$ cat src/rtl/pwm_pdm_pkg.sv
package pwm_pdm_pkg;
  typedef enum logic {
    MODE_PWM = 1'b0,
    MODE_PDM = 1'b1
  } wave_mode_e;
endpackage

$ cat src/rtl/pwm_free_counter.sv
module pwm_free_counter #(
  parameter int WIDTH = 8
) (
  input  logic             clk,
  input  logic             rst_n,
  input  logic             tick_i,
  output logic [WIDTH-1:0] cnt_o,
  output logic             wrap_o
);
  localparam logic [WIDTH-1:0] CNT_MAX = '1;

  logic [WIDTH-1:0] cnt_q;

  always_ff @(posedge clk) begin
    if (!rst_n) begin
      cnt_q <= '0;
    end else if (tick_i) begin
      cnt_q <= cnt_q + 1'b1;
    end
  end

  assign cnt_o  = cnt_q;
  assign wrap_o = tick_i && (cnt_q == CNT_MAX);

  // wrap lands on zero
  p_wrap_zero_r2: assert property (@(posedge clk) disable iff (!rst_n)
    (tick_i && cnt_q == CNT_MAX) |=> (cnt_q == '0));

  // no tick, no motion
  p_hold_r2: assert property (@(posedge clk) disable iff (!rst_n)
    !tick_i |=> $stable(cnt_q));
endmodule

$ cat src/rtl/pwm_shadow_regs.sv
module pwm_shadow_regs
  import pwm_pdm_pkg::*;
#(
  parameter int WIDTH = 8
) (
  input  logic             clk,
  input  logic             rst_n,
  input  logic             wr_fire_i,
  input  logic [WIDTH-1:0] wr_data_i,
  input  logic             wrap_i,
  input  logic             mode_req_i,
  output logic [WIDTH-1:0] act_cmp_o,
  output wave_mode_e       act_mode_o
);
  logic [WIDTH-1:0] hold_q;
  logic [WIDTH-1:0] act_q;
  wave_mode_e       mode_q;
  logic [WIDTH-1:0] load_val;

  // A write arriving on the wrap edge is forwarded into the new period.
  assign load_val = wr_fire_i ? wr_data_i : hold_q;

  always_ff @(posedge clk) begin
    if (!rst_n) begin
      hold_q <= '0;
    end else if (wr_fire_i) begin
      hold_q <= wr_data_i;
    end
  end

  always_ff @(posedge clk) begin
    if (!rst_n) begin
      act_q  <= '0;
      mode_q <= MODE_PWM;
    end else if (wrap_i) begin
      act_q  <= load_val;
      mode_q <= mode_req_i ? MODE_PDM : MODE_PWM;
    end
  end

  assign act_cmp_o  = act_q;
  assign act_mode_o = mode_q;

  // live compare value only moves at a wrap
  p_act_cmp_hold_r5: assert property (@(posedge clk) disable iff (!rst_n)
    !wrap_i |=> $stable(act_q));

  // live mode only moves at a wrap
  p_act_mode_hold_r7: assert property (@(posedge clk) disable iff (!rst_n)
    !wrap_i |=> $stable(mode_q));

  // write on the wrap edge becomes live immediately
  p_wrap_forward_r6: assert property (@(posedge clk) disable iff (!rst_n)
    (wrap_i && wr_fire_i) |=> (act_q == $past(wr_data_i)));
endmodule

$ cat src/rtl/pwm_wave_gen.sv
module pwm_wave_gen
  import pwm_pdm_pkg::*;
#(
  parameter int WIDTH = 8
) (
  input  logic [WIDTH-1:0] cnt_i,
  input  logic [WIDTH-1:0] cmp_i,
  input  wave_mode_e       mode_i,
  output logic             wave_o
);
  logic [WIDTH-1:0] cnt_rev;
  logic             pwm_hi;
  logic             pdm_hi;

  for (genvar gi = 0; gi < WIDTH; gi++) begin : g_rev
    assign cnt_rev[gi] = cnt_i[WIDTH-1-gi];
  end

  assign pwm_hi = (cnt_i < cmp_i);
  assign pdm_hi = (cnt_rev < cmp_i);

  always_comb begin
    unique case (mode_i)
      MODE_PDM: wave_o = pdm_hi;
      default:  wave_o = pwm_hi;
    endcase
  end
endmodule

$ cat src/rtl/pwm_pdm_gen.sv
module pwm_pdm_gen
  import pwm_pdm_pkg::*;
#(
  parameter int WIDTH = 8
) (
  input  logic             clk,
  input  logic             rst_n,
  input  logic             tick_en,
  input  logic             mode_pdm,
  input  logic             cmp_wr_valid,
  output logic             cmp_wr_ready,
  input  logic [WIDTH-1:0] cmp_wr_data,
  input  logic             irq_mask,
  output logic             wave_o,
  output logic             ovf_irq_o
);
  localparam logic [WIDTH-1:0] CNT_MAX = '1;

  logic [WIDTH-1:0] cnt;
  logic             wrap;
  logic             wr_fire;
  logic [WIDTH-1:0] act_cmp;
  wave_mode_e       act_mode;
  logic             irq_q;

  assign cmp_wr_ready = 1'b1;
  assign wr_fire      = cmp_wr_valid && cmp_wr_ready;

  pwm_free_counter #(.WIDTH(WIDTH)) u_cnt (
    .clk    (clk),
    .rst_n  (rst_n),
    .tick_i (tick_en),
    .cnt_o  (cnt),
    .wrap_o (wrap)
  );

  pwm_shadow_regs #(.WIDTH(WIDTH)) u_regs (
    .clk        (clk),
    .rst_n      (rst_n),
    .wr_fire_i  (wr_fire),
    .wr_data_i  (cmp_wr_data),
    .wrap_i     (wrap),
    .mode_req_i (mode_pdm),
    .act_cmp_o  (act_cmp),
    .act_mode_o (act_mode)
  );

  pwm_wave_gen #(.WIDTH(WIDTH)) u_wave (
    .cnt_i  (cnt),
    .cmp_i  (act_cmp),
    .mode_i (act_mode),
    .wave_o (wave_o)
  );

  always_ff @(posedge clk) begin
    if (!rst_n) begin
      irq_q <= 1'b0;
    end else begin
      irq_q <= wrap && !irq_mask;
    end
  end

  assign ovf_irq_o = irq_q;

  // interrupt is a single-cycle pulse
  p_irq_single_r8: assert property (@(posedge clk) disable iff (!rst_n)
    ovf_irq_o |=> !ovf_irq_o);

  // interrupt only while the counter reads zero
  p_irq_at_zero_r8: assert property (@(posedge clk) disable iff (!rst_n)
    ovf_irq_o |-> (cnt == '0));

  // masked wrap gives no pulse
  p_irq_masked_r8: assert property (@(posedge clk) disable iff (!rst_n)
    (wrap && irq_mask) |=> !ovf_irq_o);

  // zero compare keeps the output low
  p_zero_low_r9: assert property (@(posedge clk) disable iff (!rst_n)
    (act_cmp == '0) |-> !wave_o);

  // pulse-width output is always low at the last count
  p_last_low_r9: assert property (@(posedge clk) disable iff (!rst_n)
    (act_mode == MODE_PWM && cnt == CNT_MAX) |-> !wave_o);

  // output low in the first cycle after reset
  p_reset_low_r1: assert property (@(posedge clk)
    !rst_n |=> (!wave_o && !ovf_irq_o));
endmodule

$ cat config.mk
export PLATFORM = sky130hd
export DESIGN_NAME = pwm_pdm_gen
export DESIGN_NICKNAME = d
export VERILOG_FILES = /design/src/rtl/pwm_pdm_pkg.sv /design/src/rtl/pwm_free_counter.sv /design/src/rtl/pwm_shadow_regs.sv /design/src/rtl/pwm_wave_gen.sv /design/src/rtl/pwm_pdm_gen.sv
export SDC_FILE = /design/constraint.sdc
export NUM_CORES = 1
export LEC_CHECK = 0
export ABC_AREA = 1
export CAP_MARGIN = 5
export CORE_MARGIN = 1
export CORE_UTILIZATION = 59
export CTS_BUF_LIST = sky130_fd_sc_hd__clkbuf_16
export DETAILED_ROUTE_END_ITERATION = 10
export GPL_TIMING_DRIVEN = 0
export PLACE_DENSITY = 0.79
export SYNTH_ARGS = -nofsm -noshare
export SYNTH_HDL_FRONTEND = slang
export SYNTH_HIERARCHICAL = 1
export SYNTH_SLANG_ARGS = --single-unit
$ cat constraint.sdc
create_clock -name clk -period 3.3 [get_ports clk]
set_input_delay 0.33 -clock clk [delete_from_list [all_inputs] [get_ports clk]]
set_output_delay 0.33 -clock clk [all_outputs]
set_load 0.05 [all_outputs]
Word level (Yosys, flattened, before mapping)
Cells that the tools add are included.
{"block": "op_classes", "addsub": 1, "mul": 0, "div": 0, "order_cmp": 2, "n_eq_ne": 1, "shifts": 0, "mux": 3, "bitwise_logic": 0, "reduce_logical": 3}
{"cell": "8-bit less-than comparator", "n": 2}
{"cell": "8-bit by 1-bit adder with 8-bit output, second input constant", "n": 1}
{"cell": "8-bit == test, second input constant", "n": 1}
{"cell": "8-bit two-way mux", "n": 1}
{"cell": "1-bit logical AND", "n": 2}
{"cell": "1-bit two-way mux", "n": 2}
{"cell": "1-bit logical NOT", "n": 1}
{"block": "word_totals", "reg_bits": 26, "latchBits": 0, "ramBits": 0, "romBits": 0, "inputBits": 14, "out_inout_bits": 3, "n_memories": 0}

Depth between registers and ports, before layout
{"block": "logic_depth", "word_depth": 3, "mapped_depth": 10}

Modules after synthesis
The synthesis kept the hierarchy.
{"module": "pwm_shadow_regs", "n_inst": 1, "cells_per_inst": 90, "area_per_inst_um2": 718.2, "seq_area_each_um2": 340.3}
{"module": "pwm_wave_gen", "n_inst": 1, "cells_per_inst": 62, "area_per_inst_um2": 369.1, "seq_area_each_um2": 0.0}
{"module": "pwm_free_counter", "n_inst": 1, "cells_per_inst": 50, "area_per_inst_um2": 350.3, "seq_area_each_um2": 160.2}
{"module": "pwm_pdm_gen", "n_inst": 1, "cells_per_inst": 5, "area_per_inst_um2": 41.3, "seq_area_each_um2": 20.0}

Worst setup path before layout
No wires, ideal clock.
{"block": "synth_timing", "path_type": "reg-to-output", "startpoint": "register u_cnt.cnt_q[0], in the netlist u_cnt/cnt_o[0]", "endpoint": "output port wave_o", "arrival_ns": 1.303, "required_ns": 2.970, "path_slack_ns": 1.667, "path_stages_with_launch": 7, "n_path_buf": 0, "path_cell_list": "dfxtp_1 -> ha_1 -> a21oi_1 -> o21ai_0 -> nor2_1 -> nand2_1 -> nand2_1"}
{"block": "synth_between", "elab_chain_len": 2}
{"element": "start: declaration", "line": "pwm_free_counter.sv:12", "text": "logic [WIDTH-1:0] cnt_q;"}
{"element": "start signal: assignment", "line": "pwm_free_counter.sv:18", "text": "cnt_q <= cnt_q + 1'b1;"}
{"element": "8-bit less-than comparator, on equally long branches", "line": "pwm_wave_gen.sv:19, pwm_wave_gen.sv:20"}
{"element": "1-bit two-way mux *", "line": "pwm_wave_gen.sv:23", "text": "unique case (mode_i)"}
{"element": "end: declaration", "line": "pwm_pdm_gen.sv:14", "text": "output logic wave_o,"}
Every way passes the cells marked *; elsewhere a longest branch is shown, timed or not.

Worst setup path in the final report
{"block": "layout_timing", "startpoint": "register u_cnt.cnt_q[5], in the netlist u_cnt/cnt_o[5]", "endpoint": "output port wave_o"}
The elaborated chain is that of the path after synthesis.

==> impl_summary.md <==
Placed design
The number of buffers inserted by port buffering is 14. Once detailed placement completed, the half-perimeter wirelength came to about 2200 um. The final RePlAce weighted congestion is 0.853.

The placed cell count is between 200 and 250.

Layout
The multi-input combinational cell area is 795 um2. The top cell types in the final layout, fill and taps aside, are 59 x sky130_fd_sc_hd__nand2_1, 29 x sky130_fd_sc_hd__nor2_1, 28 x sky130_fd_sc_hd__inv_1. The share of final-layout standard cells stronger than drive strength 1 is about 11%. The filler cells instantiated in the layout total approximately 190.

At the end of the flow the core is filled with cells to roughly 75%. The area growth from synthesis to layout is 17.2%. The diode insertion count for antenna repair is 0. Leaving out fill and tap cells, the most frequent cell in the layout is sky130_fd_sc_hd__nand2_1. The number of nets in the final layout is about 260.

The post-layout instance count excluding filler cells is between 200 and 300. The sequential cell area in the final layout is between 500 and 600 um2.

Global routing
The via count of the first global-routing pass is 1174. The initial antenna violation count is 0. The first global-routing pass estimated between 4000 and 5000 um of wire. The maximum number of pins on one net before global-route repair is 15.

The remaining global-route overflow is 0. For this run, the total global-route usage over all layers was measured as 25.1%.

Yosys
The share of the synthesized area in the top cell type is 35.2%. The number of nets in the synthesized netlist is 236. Summed over all instances, the cell type with the most area after synthesis is sky130_fd_sc_hd__dfxtp_1. By area the synthesized netlist is led by sky130_fd_sc_hd__dfxtp_1 35%, sky130_fd_sc_hd__nand2_1 15%, sky130_fd_sc_hd__ha_1 13%, sky130_fd_sc_hd__nor2_1 7.4%, sky130_fd_sc_hd__inv_1 7.1%. The commonest register cell after synthesis is sky130_fd_sc_hd__dfxtp_1. The mean cell area of the mapped netlist is slightly above 7 um2.

The number of distinct library cells after synthesis is 20. The number of enable-type register cells in the synthesized netlist is 0. Summing every instance area after synthesis gives between 1000 and 1500 um2. Of all flip-flops after synthesis, the portion carrying an async set or reset was 0%. The synthesized netlist cell count is just over 200. The total number of yosys warnings is 6. The flip-flop and latch count after synthesis is 26. The sequential-to-total area share from yosys stat is roughly a third.

Floorplanning
The I/O pin total is 17. The die extent in y is between 50 and 60 um. The floorplan has 17 rows.

Measured along the x axis, the die boundary spans 52.1 um. For this configuration, the core starts out at a cell density of about 64%. The floorplan step defined a die boundary enclosing about 2700 um2. The floorplan step defined a core boundary enclosing 2300 um2.

Power and ir drop
The internal power of the cells totals approximately 500 uW. Per report_power, the clock group accounts for between 40 and 50% of the total. Of the total power, the share spent switching nets is between 20% and 30%.

Summed over all nets, the switching power comes to 150 uW. The sequential cell fraction of total power is about half. The leakage power of the design is slightly above 0.0008 uW. Dividing total power by cell area gives a power density of between 300 and 400 nW/um2. The worst-case IR drop observed on VDD is approximately 0.32 mV. The power share of the combinational group is between 10% and 20%.

Critical path
The endpoint class of the critical path is a primary output. The register-to-register setup slack is approximately 1500 ps. The worst setup path is launched from a flop. The worst register-to-register path ends at u_regs/act_cmp_o[4]$_SDFFE_PN0P_. The launch instance of the worst register-to-register path is u_cnt/cnt_o[0]$_SDFFE_PN0P_.

Measured in cells, the most critical reg-to-reg path has a length of 10. The setup path with the least slack is of type reg -> out. The critical path data arrival time is 2270 ps. Along the worst path, the maximum fanout reaches 6. At the worst endpoint, the required time is approximately 3000 ps.

Clock tree
The longest clock path from root to sink contains 2 buffers. The insertion delay to the later sink of the worst-skew pair is between 200 and 300 ps. The post-CTS setup repair buffer count is 0.

The number of hold buffers added after CTS is 0. Gates resized during post-CTS repair numbered 0. The CTS tree is built. In this run the number of H-tree levels came out at 1. Clock tree synthesis found a total of 26 sinks. The clock buffer count from CTS is 3. The tree is rooted in a sky130_fd_sc_hd__clkbuf_16. Clock-pin slew was measured on the worst setup and hold paths at approximately 60 ps.

Timing
Setup repair after global routing left no endpoint under its margin. The final number of setup-violating endpoints is 0. The share of the clock period used by the worst path is between 70 and 80%. The transition time of the tightest slew-check pin is 500 ps. The worst path in the final design needs a cycle of 2600 ps, including I/O delays and setup. Setup total negative slack on the finished layout was measured at 0 ps. For this run, the top clock speed supported by timing is a little under 400 MHz.

Clock skew on the completed layout was measured at ~1.7 ps. The count of final max-slew check failures is 0. The number of endpoints with negative hold slack in the final report was 0. The relative slew slack is between 60% and 70%.

Routing
Summed over all layers, the routed wires come to between 2000 and 3000 um. Dividing the detail-routed wire length by the instance count gives ~11 um. The detail route stage leaves a number of antenna-violating nets equal to 0. The detailed router finished its first iteration with 22 violations. Across all layers, the routed design uses around 1300 vias. The first detailed-routing pass ran for 4 iterations. After detailed routing, the number of remaining DRC violations is 0. The via count normalized by instance count is 4.98.

Min path
The worst hold path begins at cmp_wr_valid. The worst hold path belongs to the class in -> reg. The worst hold path was traced through 3 stages.

For hold timing, the worst endpoint is u_regs/hold_q[0]$_SDFF_PN0_.

Run
The count of max-cap constraint violations is 0.

Outcome
The run finished with clean final reports.
-- kinds of logic after synthesis --
kind of cell             count (synthesis)  share of synthesized area, %
AO/OA/AOI/OAI                           25                          8.97
adder cells (fa/ha/maj)                 15                          12.7
buffers and inverters                   35                          11.1
flip-flops                              26                          35.2
other                                    1                         0.254
AND/OR/NAND/NOR                        105                          31.8
-- layer usage --
metal  up-vias  share of wire (%)  global-route usage (%)
met5         -                  0                       0
met4         0                2.1                    12.2
met3         7                2.5                    4.39
met2        22                 50                    47.2
met1       549                 45                    26.3
li1        682                  -                       -
-- critical path, cell delays in order (launching register included) --
cell and delay [ps]:
sky130_fd_sc_hd__dfxtp_1 440, sky130_fd_sc_hd__ha_1 290, sky130_fd_sc_hd__a21oi_1 180, sky130_fd_sc_hd__nor2_1 80, sky130_fd_sc_hd__nor3_2 100, sky130_fd_sc_hd__nand2_1 70, sky130_fd_sc_hd__nand2_1 70, sky130_fd_sc_hd__clkdlybuf4s50_1 790
-- per-stage QoR --
| step | instance area, um2 | power (uW) | hold WS (ps) | setup WS (ps) |
|---|---|---|---|---|
| 2_1_floorplan | 1480 | 374 | 397 | 1670 |
| 3_3_place_gp | 1650 | 398 | 472 | 1070 |
| 3_5_place_dp | 1650 | 402 | 483 | 1000 |
| 4_1_cts | 1730 | 670 | 429 | 722 |
| 5_1_grt | 1730 | 695 | 447 | 586 |
| 6_report | 1730 | 664 | 430 | 703 |
-- synth_stat cells (3+ instances only) --
cell	instances
sky130_fd_sc_hd__a21oi_1	19
sky130_fd_sc_hd__buf_4	3
sky130_fd_sc_hd__dfxtp_1	26
sky130_fd_sc_hd__ha_1	15
sky130_fd_sc_hd__inv_1	28
sky130_fd_sc_hd__nand2_1	59
sky130_fd_sc_hd__nand3_1	4
sky130_fd_sc_hd__nand3_2	8
sky130_fd_sc_hd__nor2_1	29
sky130_fd_sc_hd__nor2_2	3
sky130_fd_sc_hd__o21ai_0	4
-- power by group through the flow --
stage	clock network (uW)	logic, uW	registers, uW
global route	290	77.7	327
CTS	275	69.2	326
finish	269	68.8	326
detailed placement	0	69.0	333
global placement	0	65.2	333
floorplan	0	41.9	332
-- worst max-delay path by stage --
stage / to / slack, ps / from
after floorplan: wave_o / 1670 / u_cnt/cnt_o[0]$_SDFFE_PN0P_
after global placement: wave_o / 1070 / u_cnt/cnt_o[5]$_SDFFE_PN0P_
after detailed placement: wave_o / 1000 / u_cnt/cnt_o[5]$_SDFFE_PN0P_
final: wave_o / 700 / u_cnt/cnt_o[5]$_SDFFE_PN0P_
after CTS: wave_o / 720 / u_cnt/cnt_o[5]$_SDFFE_PN0P_
after global routing: wave_o / 590 / u_cnt/cnt_o[0]$_SDFFE_PN0P_
-- state kept, by name (all words and copies together) (netlist names) --
signal,flops
u_regs/act_cmp_o,8
u_regs/hold_q,8
u_regs/act_mode_o,1
ovf_irq_o,1
u_cnt/cnt_o,8
-- final cells by class --
cell class | count | area share, %
clock inverter | 1 | 0.217
tap | 28 | 2.02
timing repair buffer | 14 | 8.09
clock buffer | 3 | 4.33
sequential | 26 | 30.0
multi-input combinational | 146 | 45.8
buffer | 5 | 2.82
inverter | 30 | 6.64
Power figures use the tool's default switching activity.
